--- src/rtl/cdr_pkg.sv ---
package cdr_pkg;
  // Events passed from the datapath to the lock controller each clock.
  typedef struct packed {
    logic edgeSeen;    // transition on this tick
    logic edgeGood;    // transition within lock tolerance
    logic symbolTick;  // mid-symbol sampling tick
  } cdrEvents_t;
endpackage

--- src/rtl/cdr_datapath.sv ---
module cdr_datapath
  import cdr_pkg::*;
#(
  parameter int PHASE_W = 5,
  parameter int LOCK_TOL = 2
) (
  input  logic       clk,
  input  logic       rstN,
  input  logic       tickEn,
  input  logic       dataIn,
  output cdrEvents_t evt,
  output logic       symStrobe,
  output logic       dataOut
);
  localparam int OSR = 1 << PHASE_W;
  localparam logic [PHASE_W-1:0] MID = PHASE_W'(OSR / 2);
  localparam logic [PHASE_W-1:0] TOL = PHASE_W'(LOCK_TOL);
  localparam logic [PHASE_W-1:0] TOL_HI = PHASE_W'(OSR - LOCK_TOL);

  logic [PHASE_W-1:0] phase, phaseNext;
  logic prevBit;
  logic edgeNow, sampleNow;

  assign edgeNow   = tickEn && (dataIn != prevBit);
  assign sampleNow = tickEn && (phase == MID);

  always_comb begin
    phaseNext = phase;
    if (tickEn) begin
      if (!edgeNow || phase == '0) phaseNext = phase + 1'b1;
      else if (phase <= MID)       phaseNext = phase;
      else                         phaseNext = phase + PHASE_W'(2);
    end
  end

  always_comb begin
    evt.edgeSeen   = edgeNow;
    evt.edgeGood   = edgeNow && ((phase <= TOL) || (phase >= TOL_HI));
    evt.symbolTick = sampleNow;
  end

  always_ff @(posedge clk or negedge rstN) begin
    if (!rstN) begin
      phase     <= '0;
      prevBit   <= 1'b0;
      symStrobe <= 1'b0;
      dataOut   <= 1'b0;
    end else begin
      phase     <= phaseNext;
      symStrobe <= sampleNow;
      if (tickEn) prevBit <= dataIn;
      if (sampleNow) dataOut <= dataIn;
    end
  end

  // strobe is a single-clock pulse
  assert_strobe_pulse_R1: assert property (@(posedge clk) disable iff (!rstN)
    symStrobe |=> !symStrobe);
  // retimed bit only moves with the strobe
  assert_data_hold_R4: assert property (@(posedge clk) disable iff (!rstN)
    !symStrobe |-> $stable(dataOut));
  // a late edge holds the counter
  assert_late_hold_R3: assert property (@(posedge clk) disable iff (!rstN)
    (edgeNow && phase != '0 && phase <= MID) |=> (phase == $past(phase)));
  // nothing moves without a tick
  assert_tick_gate_R8: assert property (@(posedge clk) disable iff (!rstN)
    !tickEn |=> ($stable(phase) && $stable(prevBit) && !symStrobe));
endmodule

--- src/rtl/cdr_lock_ctrl.sv ---
module cdr_lock_ctrl
  import cdr_pkg::*;
#(
  parameter int LOCK_EDGES = 8,
  parameter int SILENT_SYMS = 64
) (
  input  logic       clk,
  input  logic       rstN,
  input  cdrEvents_t evt,
  output logic       locked
);
  localparam int GOOD_W = $clog2(LOCK_EDGES + 1);
  localparam int SIL_W  = $clog2(SILENT_SYMS + 1);
  localparam logic [GOOD_W-1:0] GOOD_LAST = GOOD_W'(LOCK_EDGES - 1);
  localparam logic [GOOD_W-1:0] GOOD_MAX  = GOOD_W'(LOCK_EDGES);
  localparam logic [SIL_W-1:0]  SIL_LAST  = SIL_W'(SILENT_SYMS - 1);

  logic [GOOD_W-1:0] goodCnt;
  logic [SIL_W-1:0]  silentCnt;

  always_ff @(posedge clk or negedge rstN) begin
    if (!rstN) begin
      goodCnt   <= '0;
      silentCnt <= '0;
      locked    <= 1'b0;
    end else if (evt.edgeSeen) begin
      silentCnt <= '0;
      if (evt.edgeGood) begin
        if (goodCnt == GOOD_LAST) locked <= 1'b1;
        if (goodCnt != GOOD_MAX) goodCnt <= goodCnt + 1'b1;
      end else begin
        goodCnt <= '0;
      end
    end else if (evt.symbolTick) begin
      if (silentCnt == SIL_LAST) begin
        silentCnt <= '0;
        goodCnt   <= '0;
        locked    <= 1'b0;
      end else begin
        silentCnt <= silentCnt + 1'b1;
      end
    end
  end

  // lock only rises on a good transition
  assert_lock_on_good_R5: assert property (@(posedge clk) disable iff (!rstN)
    $rose(locked) |-> $past(evt.edgeGood));
  // lock only falls on a silent symbol tick
  assert_unlock_on_silence_R6: assert property (@(posedge clk) disable iff (!rstN)
    $fell(locked) |-> ($past(evt.symbolTick) && !$past(evt.edgeSeen)));
endmodule

--- src/rtl/symbol_clock_recovery.sv ---
module symbol_clock_recovery
  import cdr_pkg::*;
#(
  parameter int PHASE_W = 5,
  parameter int LOCK_TOL = 2,
  parameter int LOCK_EDGES = 8,
  parameter int SILENT_SYMS = 64
) (
  input  logic clk,
  input  logic rstN,
  input  logic tickEn,
  input  logic dataIn,
  output logic symStrobe,
  output logic dataOut,
  output logic locked
);
  cdrEvents_t evt;

  cdr_datapath #(.PHASE_W(PHASE_W), .LOCK_TOL(LOCK_TOL)) uDatapath (
    .clk(clk), .rstN(rstN), .tickEn(tickEn), .dataIn(dataIn),
    .evt(evt), .symStrobe(symStrobe), .dataOut(dataOut)
  );

  cdr_lock_ctrl #(.LOCK_EDGES(LOCK_EDGES), .SILENT_SYMS(SILENT_SYMS)) uLockCtrl (
    .clk(clk), .rstN(rstN), .evt(evt), .locked(locked)
  );
endmodule

--- config.mk ---
export PLATFORM = sky130hd
export DESIGN_NAME = symbol_clock_recovery
export DESIGN_NICKNAME = d
export VERILOG_FILES = /design/src/rtl/cdr_pkg.sv /design/src/rtl/cdr_datapath.sv /design/src/rtl/cdr_lock_ctrl.sv /design/src/rtl/symbol_clock_recovery.sv
export SDC_FILE = /design/constraint.sdc
export NUM_CORES = 1
export LEC_CHECK = 0
export ABC_AREA = 1
export BUFFER_PORTS_ARGS = -buffer_cell sky130_fd_sc_hd__buf_2
export CORE_UTILIZATION = 35
export DETAILED_ROUTE_END_ITERATION = 10
export PLACE_DENSITY = 0.61
export SYNTH_ARGS = -nofsm -noshare
export SYNTH_HDL_FRONTEND = slang
export SYNTH_HIERARCHICAL = 1
export SYNTH_SLANG_ARGS = --single-unit
--- constraint.sdc ---
create_clock -name clk -period 2 [get_ports clk]
set_input_delay 0.2 -clock clk [delete_from_list [all_inputs] [get_ports clk]]
set_output_delay 0.2 -clock clk [all_outputs]
set_load 0.03 [all_outputs]
==> After elaboration in Yosys (flattened, before gate mapping) <==
Cells that the tools add are included.
{ "word_totals": {"reg_bits": 20, "latch_bits": 0, "ramBits": 0, "mem_bits_ro": 0, "inputBits": 4, "out_inout_bits": 3, "wordCells": 50, "mem_count": 0} }
{ "classes": {"addsub": 4, "mul": 0, "n_div": 0, "magnitude_cmp": 3, "eq_ne": 9, "shifts": 0, "muxes": 15, "bitwise": 0, "n_reduce_logical": 12} }
{ "op_table": {"columns": ["operator", "n"], "rows": [
  ["two-way mux 7 bit", 3],
  ["two-way mux 4 bit", 5],
  ["two-way mux 5 bit", 2],
  ["adder 7 x 1 -> 7 bit, second input constant", 1],
  ["equality test 7 x 6 -> 1 bit, second input constant", 1],
  ["adder 5 x 1 -> 5 bit, second input constant", 1],
  ["adder 5 x 2 -> 5 bit, second input constant", 1],
  ["equality test 5 bit, second input constant", 1],
  ["greater-or-equal comparator 5 bit, second input constant", 1],
  ["<= comparator 5 x 2 -> 1 bit, second input constant", 1],
  ["<= comparator 5 bit, second input constant", 1],
  ["zero test 5 bit", 1],
  ["two-way mux 1 bit", 5],
  ["adder 4 x 1 -> 4 bit, second input constant", 1],
  ["equality test 4 x 3 -> 1 bit, second input constant", 1],
  ["inequality test 2 x 1 -> 1 bit, second input constant", 2],
  ["inequality test 4 bit, second input constant", 1],
  ["AND reduction 4 bit", 1],
  ["nonzero test 2 bit", 2],
  ["logical AND 1 bit", 3],
  ["inequality test 3 x 2 -> 1 bit, second input constant", 1],
  ["AND reduction 3 bit", 1],
  ["logical OR 1 bit", 2],
  ["inequality test 2 bit, second input constant", 1],
  ["other kinds (3)", 3]
]} }

==> Logic depth before layout (Yosys ltp) <==
Gate-level depths: netlist (run 1).
{ "depth": {"word_depth": 6, "ltp_mapped": 12, "ltp_nobuf": 11} }

==> Cells and area by module <==
The synthesis (run 1) kept the hierarchy.
{ "by_module_without_submodules": {"columns": ["mod", "instances", "cells_each", "area_each_um2", "seq_area_each_um2"], "rows": [
  ["cdr_lock_ctrl", 1, 92, 691.9, 300.3],
  ["cdr_datapath", 1, 80, 639.4, 200.2]
]} }

==> Least setup slack after synthesis (run 1) <==
Ideal clock, no wire load.
{ "synth_path": {"path_kind": "reg2reg", "start": "register uDatapath.phase[2]", "end": "register uLockCtrl.goodCnt[3]", "setup_time_ns": 0.117, "arrival_ns": 1.500, "t_required_ns": 1.883, "setup_slack_ns": 0.383, "path_stages_with_launch": 13, "path_buffers": 1, "period_less_slack_ns": 1.617, "cell_sequence": "dfrtp_1 -> buf_2 -> inv_1 -> ha_1 -> a21oi_1 -> nand3b_1 -> a21boi_1 -> nand2_1 -> nor2_1 -> nor2_2 -> nand2_2 -> nand2_1 -> nand2_1"} }
{ "synth_lines": {"columns": ["element", "line", "source"], "rows": [
  ["start, declared", "cdr_datapath.sv:20", "logic [PHASE_W-1:0] phase, phaseNext;"],
  ["start signal, assigned", "cdr_datapath.sv:49", "phase <= phaseNext;"],
  ["end signal, assigned", "cdr_lock_ctrl.sv:30", "if (goodCnt != GOOD_MAX) goodCnt <= goodCnt + 1'b1;"],
  ["end, declared", "cdr_lock_ctrl.sv:18", "logic [GOOD_W-1:0] goodCnt;"]
]} }

==> results.tsv, run 1 <==
metric	value	unit
post-DR wirelength/cell	10.9	um
CP Capture Type	flip-flop	
highest ir drop seen on vdd	0.000779	V
final worst path period need	1720	ps
IO Count	7	
deepest clock path buffer count	2	
classification of the worst-slack hold path	input pin to flip-flop	
number of synthesis warnings	6	
number of fill cells	362	
power share of the combinational group	36.5	%
maximum capacitance violations	0	
actual transition at the worst max-transition pin	483	ps
Port Buffers	6	
DRC viols	0	
final cell area excluding filler cells	1490	um2
unrepaired setup endpoints after global routing	false	
part of the Yosys area used for sequential elements	37.6	%
clk root buf	sky130_fd_sc_hd__clkbuf_8	
vias post-DR	1062	
GR Overflow Total	0	
relative slew slack	67.8	%
sum of negative setup slack	0	ps
required time at the endpoint of the critical path	2150	ps
post-CTS setup-driven buffer insertion count	0	
via count of the first global-routing pass	996	
total standard cell area after synthesis	1330	um2
result of the run	finished clean	
Worst Setup SP	uDatapath/phase[1]	
signal arrival time at the worst endpoint	1870	ps
worst skew pair latency	260	ps
first-pass GRT wire length	4400	um
CP Max Fanout	7	
area of the core	3660	um2
Post-Syn Area per Cell	7.74	um2
commonest cells after routing, fill and taps aside	sky130_fd_sc_hd__nand2_1 (50), sky130_fd_sc_hd__nand3_1 (24), sky130_fd_sc_hd__dfrtp_1 (20), sky130_fd_sc_hd__inv_1 (14), sky130_fd_sc_hd__nor2_1 (13)	
share of total power consumed by net switching	38.3	%
number of clock buffers inserted by TritonCTS	3	
P_leak	0.781	nW
clock tree from TritonCTS	built	
number of nets in the final layout	194	
RD Place Congestion	0.810	
detailed-route vias per instance	4.64	
share of power burned in the clock network	25.9	%
worst path setup slack after routing	284	ps
pin count of the biggest net entering global routing	21	
share of the clock period used by the worst path after layout	85.8	%
share of layout cells above drive strength 1	17.1	%
row count	22	
synthesis-to-layout area growth	12.1	%
final core utilization	40.8	%
worst reg-to-reg path cell count	11	
wire length after detailed routing	2490	um
width of the chip	63.7	um
register bit count reported by yosys	20	
initial core utilization	36.4	%
estimated wirelength of the detail-placed design	1810	um
count of different cell masters after synthesis	25	
cell area after placement	1410	um2
antenna violations before repair	0	
ratio of total power to cell area	1050	nW/um2
endpoints failing setup	0	
overall routing resource usage	13.7	%
total internal power	0.000963	W
max-slew violation count	0	
number of clock sinks	20	
drt initial violations	74	
CTS clock-pin slew for the worst setup and hold paths	70	ps
commonest non-fill, non-tap cell in the layout	sky130_fd_sc_hd__nand2_1	
switching power total	0.000599	W
startpoint kind of the worst setup timing path	flip-flop	
worst setup slack after placement	303	ps
Post-Synthesis Net Count	184	
endpoints failing hold	0	
portion of total power attributed to sequential cells	37.5	%
critical path start-end classification	flip-flop to flip-flop	
worst slack on hold paths	206	ps
H-tree depth	1	
Fin Clk Skew	6.39	ps
worst-case register-to-register setup slack	280	ps
# resized after CTS	0	
synthesized netlist cell count	172	
Reg2Reg Launch Point	uDatapath/phase[1]	
Hold Buf Count CTS	1	
FMAX	0.583	GHz
antenna viol nets, final	0	
end of the worst register-to-register path	uLockCtrl/goodCnt[1]	
end point of the critical path	uLockCtrl/goodCnt[1]	
total die area	4050	um2
Die Y-Extent	63.7	um
Diodes inserted	0	
drt pass-1 iters	4	
-- logic make-up (layout without fill, tap and decap cells) --
logic type	after synthesis	in the layout	synth area share [%]
AOI/OAI and AO/OA	8	8	3.38
adders and majority gates	8	8	7.52
muxes	1	1	0.846
DFF	20	20	37.6
buffers and inverters	21	30	6.67
xor gates and xnor gates	5	5	3.29
and+or+nand+nor	109	109	40.7
-- stage by stage --
step / total power, W / cells
floorplan: 0.00104 / 172
global placement: 0.00117 / 224
detailed placement: 0.00116 / 224
CTS: 0.00158 / 229
global route: 0.00169 / 229
finish: 0.00156 / 229
-- synth_stat cells, drive strengths merged --
| library cell | number | area share [%] |
|---|---|---|
| nand3 | 26 | 11 |
| ha | 8 | 7.5 |
| xor2 | 4 | 2.6 |
| nand2 | 58 | 19 |
| nand3b | 2 | 1.1 |
| nor2 | 18 | 7.4 |
| buf | 4 | 1.9 |
| inv | 17 | 4.8 |
| dfrtp | 20 | 38 |
| nor3 | 1 | 0.38 |
| nand4 | 4 | 1.9 |
| xnor2 | 1 | 0.66 |
| mux2 | 1 | 0.85 |
| a21boi | 1 | 0.56 |
| a21oi | 4 | 1.5 |
| o21bai | 1 | 0.56 |
| o21ai | 2 | 0.75 |
-- area by class of cell --
class | instances | area [um2] | share of cell area, %
flip-flops and latches | 20 | 500 | 33.5
clock buffers | 3 | 41.3 | 2.77
inverters | 17 | 63.8 | 4.27
clock inverters | 1 | 30.0 | 2.01
multi-input cells | 131 | 742 | 49.7
repair buffers | 9 | 55.1 | 3.69
well taps | 48 | 60.1 | 4.02
-- state kept, by name (all words and copies together), names as in the netlist --
register,cells
uDatapath/dataOut,1
uDatapath/phase,5
uDatapath/prevBit,1
uDatapath/symStrobe,1
uLockCtrl/goodCnt,4
uLockCtrl/locked,1
uLockCtrl/silentCnt,7
-- layer usage --
metal | vias up | track usage [%] | share of wire (%)
met3 | 0 | 3.26 | 5.8
met2 | 29 | 21.5 | 42
li1 | 568 | - | -
met5 | - | 0 | 0
met1 | 465 | 19.4 | 53
met4 | 0 | 1.70 | 0
-- power by group through the flow --
stage	Combinational (W)	Sequential, W	Clock [W]
finish	0.000570	0.000586	0.000405
global route	0.000658	0.000603	0.000431
CTS	0.000573	0.000587	0.000424
detailed placement	0.000569	0.000593	0
global placement	0.000577	0.000593	0
floorplan	0.000480	0.000559	0
-- worst min path at each step --
stage	cells after the start	from	to	slack [ps]
2_1_floorplan	0	rstN	uDatapath/dataOut	-100
3_3_place_gp	1	rstN	uDatapath/symStrobe	190
3_5_place_dp	1	rstN	uLockCtrl/silentCnt[2]	190
4_1_cts	3	dataIn	uDatapath/dataOut	190
5_1_grt	3	dataIn	uDatapath/dataOut	220
6_report	3	dataIn	uDatapath/dataOut	210
-- critical path, stage by stage, from the launching register on --
cell and delay (ps):
sky130_fd_sc_hd__dfrtp_1 450, sky130_fd_sc_hd__inv_1 110, sky130_fd_sc_hd__ha_1 200, sky130_fd_sc_hd__a21oi_1 90, sky130_fd_sc_hd__nand3b_1 110, sky130_fd_sc_hd__a21boi_1 60, sky130_fd_sc_hd__nand2_1 120, sky130_fd_sc_hd__nor2_1 70
sky130_fd_sc_hd__nor2_2 180, sky130_fd_sc_hd__nand2_2 90, sky130_fd_sc_hd__nand2_1 60, sky130_fd_sc_hd__nand2_1 50
(Power assumes the default switching activity.)
==> inputs of run 2 (changes only) <==
==> constraint.sdc (replaced) <==
create_clock -name clk -period 1.7 [get_ports clk]
set_input_delay 0.17 -clock clk [delete_from_list [all_inputs] [get_ports clk]]
set_output_delay 0.17 -clock clk [all_outputs]
set_load 0.03 [all_outputs]
==> run 2 against run 1 <==
  * Sequential share of layout area decreased by 2.4 points
  * Largest cell class unchanged
  * Setup slack got worse by 190 ps
  * Final area increased by 8.3%
  * Global-route usage increased by 0.13 points
  * Combinational power increased by 63%
  * Wire length increased by 8.6%
  * Clock-buffer cell count increased by 1
  * Critical path depth increased by 1
  * Register-to-register slack got worse by 190 ps
  * Worst hold slack got worse by 39 ps
  * Cell count increased by 4.4%
  * Highest routed layer unchanged
==> results.tsv, run 2 (synthesized netlist as in run 1, its figures left out) <==
metric	value	unit	change
commonest cells after routing, fill and taps aside	sky130_fd_sc_hd__nand2_1 (50), sky130_fd_sc_hd__nand3_1 (24), sky130_fd_sc_hd__dfrtp_1 (18), sky130_fd_sc_hd__buf_4 (11), sky130_fd_sc_hd__nor2_1 (11)		
switching power total	0.000814	W	+36%
RD Place Congestion	0.813		+0.38%
number of clock sinks	20		unchanged
worst setup slack after placement	48.6	ps	-255 ps
detailed-route vias per instance	4.91		+5.9%
pin count of the biggest net entering global routing	21		unchanged
commonest non-fill, non-tap cell in the layout	sky130_fd_sc_hd__nand2_1		
overall routing resource usage	13.8	%	+0.13 points
share of total power consumed by net switching	40.9	%	+2.5 points
total internal power	0.00118	W	+22%
Regs by FF count	uLockCtrl/silentCnt: 7 flops, uDatapath/phase: 5 flops, uLockCtrl/goodCnt: 4 flops		
wire length after detailed routing	2700	um	+8.6%
highest ir drop seen on vdd	0.000695	V	-11%
first-pass GRT wire length	4420	um	+0.32%
FMAX	0.624	GHz	+7.0%
clk root buf	sky130_fd_sc_hd__clkbuf_8		
worst skew pair latency	260	ps	about the same
share of the clock period used by the worst path after layout	94.3	%	+8.5 points
cell area after placement	1440	um2	+2.1%
number of clock buffers inserted by TritonCTS	3		unchanged
row count	22		unchanged
total die area	4050	um2	unchanged
CP Max Fanout	5		-2
ratio of total power to cell area	1230	nW/um2	+18%
critical path start-end classification	flip-flop to flip-flop		
share of power burned in the clock network	18.7	%	-7.2 points
startpoint kind of the worst setup timing path	flip-flop		
CP Capture Type	flip-flop		
required time at the endpoint of the critical path	1900	ps	-250 ps
power share of the combinational group	46.6	%	+10 points
P_leak	0.822	nW	+5.2%
clock tree from TritonCTS	built		
register containing the most flip-flops in the final layout	uLockCtrl/silentCnt		
final cell area excluding filler cells	1620	um2	+8.3%
vias post-DR	1174		+11%
Diodes inserted	0		unchanged
deepest clock path buffer count	2		unchanged
number of flip-flops under the largest register name	7		unchanged
portion of total power attributed to sequential cells	34.7	%	-2.8 points
CTS clock-pin slew for the worst setup and hold paths	70	ps	about the same
antenna viol nets, final	0		unchanged
classification of the worst-slack hold path	input pin to flip-flop		
max-slew violation count	0		unchanged
antenna violations before repair	0		unchanged
DRC viols	0		unchanged
actual transition at the worst max-transition pin	477	ps	-5.98 ps
post-DR wirelength/cell	11.3	um	+4.0%
share of layout cells above drive strength 1	27.7	%	+11 points
GR Overflow Total	0		unchanged
Die Y-Extent	63.7	um	unchanged
unrepaired setup endpoints after global routing	true		
via count of the first global-routing pass	1013		+1.7%
number of nets in the final layout	204		+5.2%
estimated wirelength of the detail-placed design	1890	um	+4.4%
worst path setup slack after routing	96.8	ps	-188 ps
drt initial violations	55		-26%
H-tree depth	1		unchanged
synthesis-to-layout area growth	21.4	%	
final worst path period need	1600	ps	-112 ps
IO Count	7		unchanged
endpoints failing setup	0		unchanged
Port Buffers	6		unchanged
worst slack on hold paths	167	ps	-38.6 ps
relative slew slack	68.2	%	+0.40 points
Power, Total	0.00199	W	+28%
area of the core	3660	um2	unchanged
endpoints failing hold	0		unchanged
signal arrival time at the worst endpoint	1810	ps	-60 ps
drt pass-1 iters	4		unchanged
width of the chip	63.7	um	unchanged
Fin Clk Skew	3.54	ps	-2.85 ps
result of the run	finished clean		
maximum capacitance violations	0		unchanged
initial core utilization	36.4	%	unchanged
## run 2: cell types whose count changed in the layout (fill, tap and decap cells not counted), moves of 2 or more
cell                      previous run  this run
sky130_fd_sc_hd__nor2_1             13        11
sky130_fd_sc_hd__ha_1                8         6
sky130_fd_sc_hd__inv_4               0         2
sky130_fd_sc_hd__buf_4               2        11
sky130_fd_sc_hd__dfrtp_1            20        18
sky130_fd_sc_hd__inv_2               3         5
sky130_fd_sc_hd__nor2_4              1         4
sky130_fd_sc_hd__inv_1              14        10
sky130_fd_sc_hd__ha_4                0         2
sky130_fd_sc_hd__dfrtp_2             0         2
## run 2: power by group through the flow
stage	Clock (W)	Sequential [W]	Combinational, W
4_1_cts	0.000389	0.000682	0.000734
3_5_place_dp	0	0.000689	0.000732
6_report	0.000372	0.000692	0.000929
3_3_place_gp	0	0.000691	0.000734
2_1_floorplan	0	0.000657	0.000565
5_1_grt	0.000405	0.000708	0.00105
## run 2: worst max-delay path, cell delays in order, from the launching register on
cell and delay (ps):
sky130_fd_sc_hd__dfrtp_2 450, sky130_fd_sc_hd__inv_4 90, sky130_fd_sc_hd__ha_4 130, sky130_fd_sc_hd__a21oi_2 50, sky130_fd_sc_hd__nand3b_1 140, sky130_fd_sc_hd__a21boi_1 140
sky130_fd_sc_hd__nand2_1 100, sky130_fd_sc_hd__buf_6 140, sky130_fd_sc_hd__inv_4 50, sky130_fd_sc_hd__nand2_1 40, sky130_fd_sc_hd__nor2_1 80, sky130_fd_sc_hd__nand3_1 70
sky130_fd_sc_hd__nand2_1 50
## run 2: worst paths after layout
check                              startpoint  depth (start not counted)  slack, ps                     end
max in group asynchronous                rstN                          2        950      uDatapath/phase[1]
max                        uDatapath/phase[2]                         12        100    uLockCtrl/goodCnt[3]
max reg2reg                uDatapath/phase[2]                         12        100    uLockCtrl/goodCnt[3]
min reg2reg                  uLockCtrl/locked                          2        480        uLockCtrl/locked
min in group asynchronous                rstN                          2        390  uLockCtrl/silentCnt[3]
min                                    dataIn                          3        170       uDatapath/dataOut
## run 2: layout make-up
class | instances | area [um2]
clock buffers | 4 | 55.1
fillers | 346 | 2040
inverters | 17 | 68.8
multi-input cells | 131 | 796
flip-flops and latches | 20 | 503
well taps | 48 | 60.1
repair buffers | 19 | 134
## run 2: what timing repair did
| item | CTS | global route |
|---|---|---|
| hold buffers | 1 | 0 |
| resized for setup | 0 | 21 |
| buffers inserted | 0 | 6 |
| endpoints found under the setup margin | 0 | 9 |
| hold endpoints to repair | 20 | 0 |
## run 2: metrics by stage
| stage | std cells | setup TNS (ps) | utilization, % |
|---|---|---|---|
| final | 239 | 0 | 44.2 |
| after detailed placement | 228 | 0 | 39.4 |
| after floorplan | 172 | 0 | - |
| after global placement | 228 | 0 | 39.4 |
| after CTS | 233 | 0 | 41.1 |
| after global routing | 239 | -113 | 44.2 |
## run 2: layer usage
layer	wire (um)	global-route usage, %
met1	1330	19.1
met2	1250	21.5
met3	127	3.80
met4	0	2.56
met5	0	0
==> inputs of run 3 (changes only) <==
--- a/config.mk
+++ b/config.mk
@@ -6,10 +6,10 @@
 export NUM_CORES = 1
 export LEC_CHECK = 0
 export ABC_AREA = 1
-export BUFFER_PORTS_ARGS = -buffer_cell sky130_fd_sc_hd__buf_2
 export CORE_UTILIZATION = 35
 export DETAILED_ROUTE_END_ITERATION = 10
-export PLACE_DENSITY = 0.61
+export DONT_BUFFER_PORTS = 1
+export PLACE_DENSITY = 0.59
 export SYNTH_ARGS = -nofsm -noshare
 export SYNTH_HDL_FRONTEND = slang
 export SYNTH_HIERARCHICAL = 1
==> constraint.sdc (replaced) <==
create_clock -name clk -period 1.9 [get_ports clk]
set_input_delay 0.19 -clock clk [delete_from_list [all_inputs] [get_ports clk]]
set_output_delay 0.19 -clock clk [all_outputs]
set_load 0.03 [all_outputs]
==> run 3 against run 2 <==
  * Fmax down 5.4%
  * Final area down 10%
  * Combinational power down 37%
  * Cell count down 6.7%
  * Register-to-register slack better by 110 ps
  * Critical path type unchanged
==> results.tsv, run 3 (synthesized netlist as in run 1, its figures left out) <==
metric	value	unit	change
pin count of the biggest net entering global routing	21		unchanged
number of fill cells	365		+5.5%
via count of the first global-routing pass	1078		+6.4%
number of nets in the final layout	188		-7.8%
final worst path period need	1690	ps	+91.5 ps
P_leak	0.745	nW	-9.3%
sum of negative setup slack	0	ps	unchanged
result of the run	finished clean		
RD Place Congestion	0.847		+4.3%
share of layout cells above drive strength 1	14.9	%	-13 points
switching power total	0.000635	W	-22%
drt initial violations	50		-9.1%
classification of the worst-slack hold path	input pin to flip-flop		
number of standard cells in the layout, taps in and fillers out	223		-6.7%
share of power burned in the clock network	21.2	%	+2.5 points
cell with the largest stage delay on the worst path	sky130_fd_sc_hd__dfrtp_2		
power share of the combinational group	37.5	%	-9.1 points
post-DR wirelength/cell	11.5	um	+1.4%
final cell area excluding filler cells	1450	um2	-10%
number of flip-flops under the largest register name	7		unchanged
IO Count	7		unchanged
total internal power	0.000915	W	-22%
peak per-stage delay on the critical path	430	ps	-20 ps
drt pass-1 iters	5		+1
area of the multi-input gates	747	um2	-6.1%
final core utilization	39.7	%	-4.5 points
endpoints failing hold	0		unchanged
max-slew violation count	0		unchanged
required time at the endpoint of the critical path	2050	ps	+150 ps
endpoints failing setup	0		unchanged
clk root buf	sky130_fd_sc_hd__clkbuf_8		
Diodes inserted	0		unchanged
first-pass GRT wire length	4770	um	+7.9%
number of clock buffers inserted by TritonCTS	3		unchanged
DRC viols	0		unchanged
GR Overflow Total	0		unchanged
actual transition at the worst max-transition pin	935	ps	+457 ps
row count	22		unchanged
deepest clock path buffer count	2		unchanged
portion of total power attributed to sequential cells	41.3	%	+6.6 points
Die Y-Extent	63.7	um	unchanged
CP Capture Type	flip-flop		
number of cells after detailed placement	218		-4.4%
clock tree from TritonCTS	built		
share of total power consumed by net switching	41.0	%	+0.099 points
CTS clock-pin slew for the worst setup and hold paths	80	ps	about the same
commonest non-fill, non-tap cell in the layout	sky130_fd_sc_hd__nand2_1		
relative slew slack	37.5	%	-31 points
maximum capacitance violations	0		unchanged
FMAX	0.590	GHz	-5.4%
share of the clock period used by the worst path after layout	89.2	%	-5.1 points
startpoint kind of the worst setup timing path	flip-flop		
signal arrival time at the worst endpoint	1850	ps	+40 ps
unrepaired setup endpoints after global routing	true		
cell with the most instances on the worst path	sky130_fd_sc_hd__nand2_1		
detailed-route vias per instance	4.86		-1.1%
worst setup slack after placement	170	ps	+121 ps
synthesis-to-layout area growth	9.12	%	
number of clock sinks	20		unchanged
total die area	4050	um2	unchanged
vias post-DR	1083		-7.8%
antenna viol nets, final	0		unchanged
initial core utilization	36.4	%	unchanged
ratio of total power to cell area	1070	nW/um2	-13%
register cell area after layout	502	um2	-0.25%
register containing the most flip-flops in the final layout	uLockCtrl/silentCnt		
commonest cells after routing, fill and taps aside	sky130_fd_sc_hd__nand2_1 (50), sky130_fd_sc_hd__nand3_1 (24), sky130_fd_sc_hd__dfrtp_1 (19), sky130_fd_sc_hd__inv_1 (14), sky130_fd_sc_hd__nor2_1 (13)		
critical path start-end classification	flip-flop to flip-flop		
antenna violations before repair	0		unchanged
overall routing resource usage	15.3	%	+1.4 points
estimated wirelength of the detail-placed design	1940	um	+2.9%
worst skew pair latency	260	ps	about the same
CP Max Fanout	7		+2
Regs by FF count	uLockCtrl/silentCnt: 7 flops, uDatapath/phase: 5 flops, uLockCtrl/goodCnt: 4 flops		
Port Buffers	0		-6
highest ir drop seen on vdd	0.000398	V	-43%
list of cells traversed by the critical path	inv_1, ha_1, nand2_1, nor2_1, nor2_2, inv_2, nand3_1, nand2_1, nand2_1, nor2_1		
worst path setup slack after routing	205	ps	+108 ps
wire length after detailed routing	2560	um	-5.4%
area of the core	3660	um2	unchanged
H-tree depth	1		unchanged
Fin Clk Skew	4.51	ps	+0.970 ps
width of the chip	63.7	um	unchanged
cell area after placement	1380	um2	-4.2%
## run 3: layout make-up
| type | count | area share [%] |
|---|---|---|
| repair buffers | 3 | 1.72 |
| multi-input cells | 131 | 51.4 |
| inverters | 17 | 4.39 |
| flip-flops and latches | 20 | 34.5 |
| clock buffers | 4 | 3.79 |
| well taps | 48 | 4.13 |
## run 3: repair_timing
item                                   in CTS  in global routing
buffers inserted                            0                  0
setup endpoints to repair                   0                  8
resized for setup                           0                  2
endpoints found under the hold margin      20                  0
hold buffers                                1                  0
## run 3: worst max-delay path, delay by kind of cell (launching register included)
family	cells	cell delay, ps
flip-flops	1	430
adder cells (fa/ha/maj)	1	220
buffers and inverters	2	230
AND/OR/NAND/NOR	7	710
## run 3: layer usage
layer  track usage [%]  routed length (um)  share of wire [%]  up-vias
met4              5.97                  25               0.98        0
met5                 0                   0                  0        -
met2              23.9                1220                 48       13
met3              3.62                  87                3.4        2
li1                  -                   -                  -      556
met1              20.1                1220                 48      512
## run 3: power groups by stage
stage | Combinational (W) | Sequential [W] | Clock (W)
floorplan | 0.000506 | 0.000588 | 0
global placement | 0.000556 | 0.000641 | 0
detailed placement | 0.000571 | 0.000646 | 0
CTS | 0.000585 | 0.000638 | 0.000341
global route | 0.000666 | 0.000660 | 0.000359
finish | 0.000582 | 0.000640 | 0.000328
## run 3: final timing paths
kind / start / to / slack, ps / depth (start not counted)
max in group asynchronous: rstN / uDatapath/phase[1] / 750 / 1
setup / recovery: uDatapath/phase[1] / uLockCtrl/silentCnt[5] / 210 / 10
min in group asynchronous: rstN / uLockCtrl/goodCnt[1] / 520 / 1
hold / removal: dataIn / uDatapath/dataOut / 60 / 2
setup reg to reg: uDatapath/phase[1] / uLockCtrl/silentCnt[5] / 210 / 10
hold reg to reg: uLockCtrl/silentCnt[6] / uLockCtrl/silentCnt[6] / 510 / 2
## run 3: through the flow
step                power, W  hold WS [ps]
floorplan            0.00109          -106
global placement     0.00120          -105
CTS                  0.00156          54.5
finish               0.00155          55.0
global route         0.00169          53.2
detailed placement   0.00122          -105
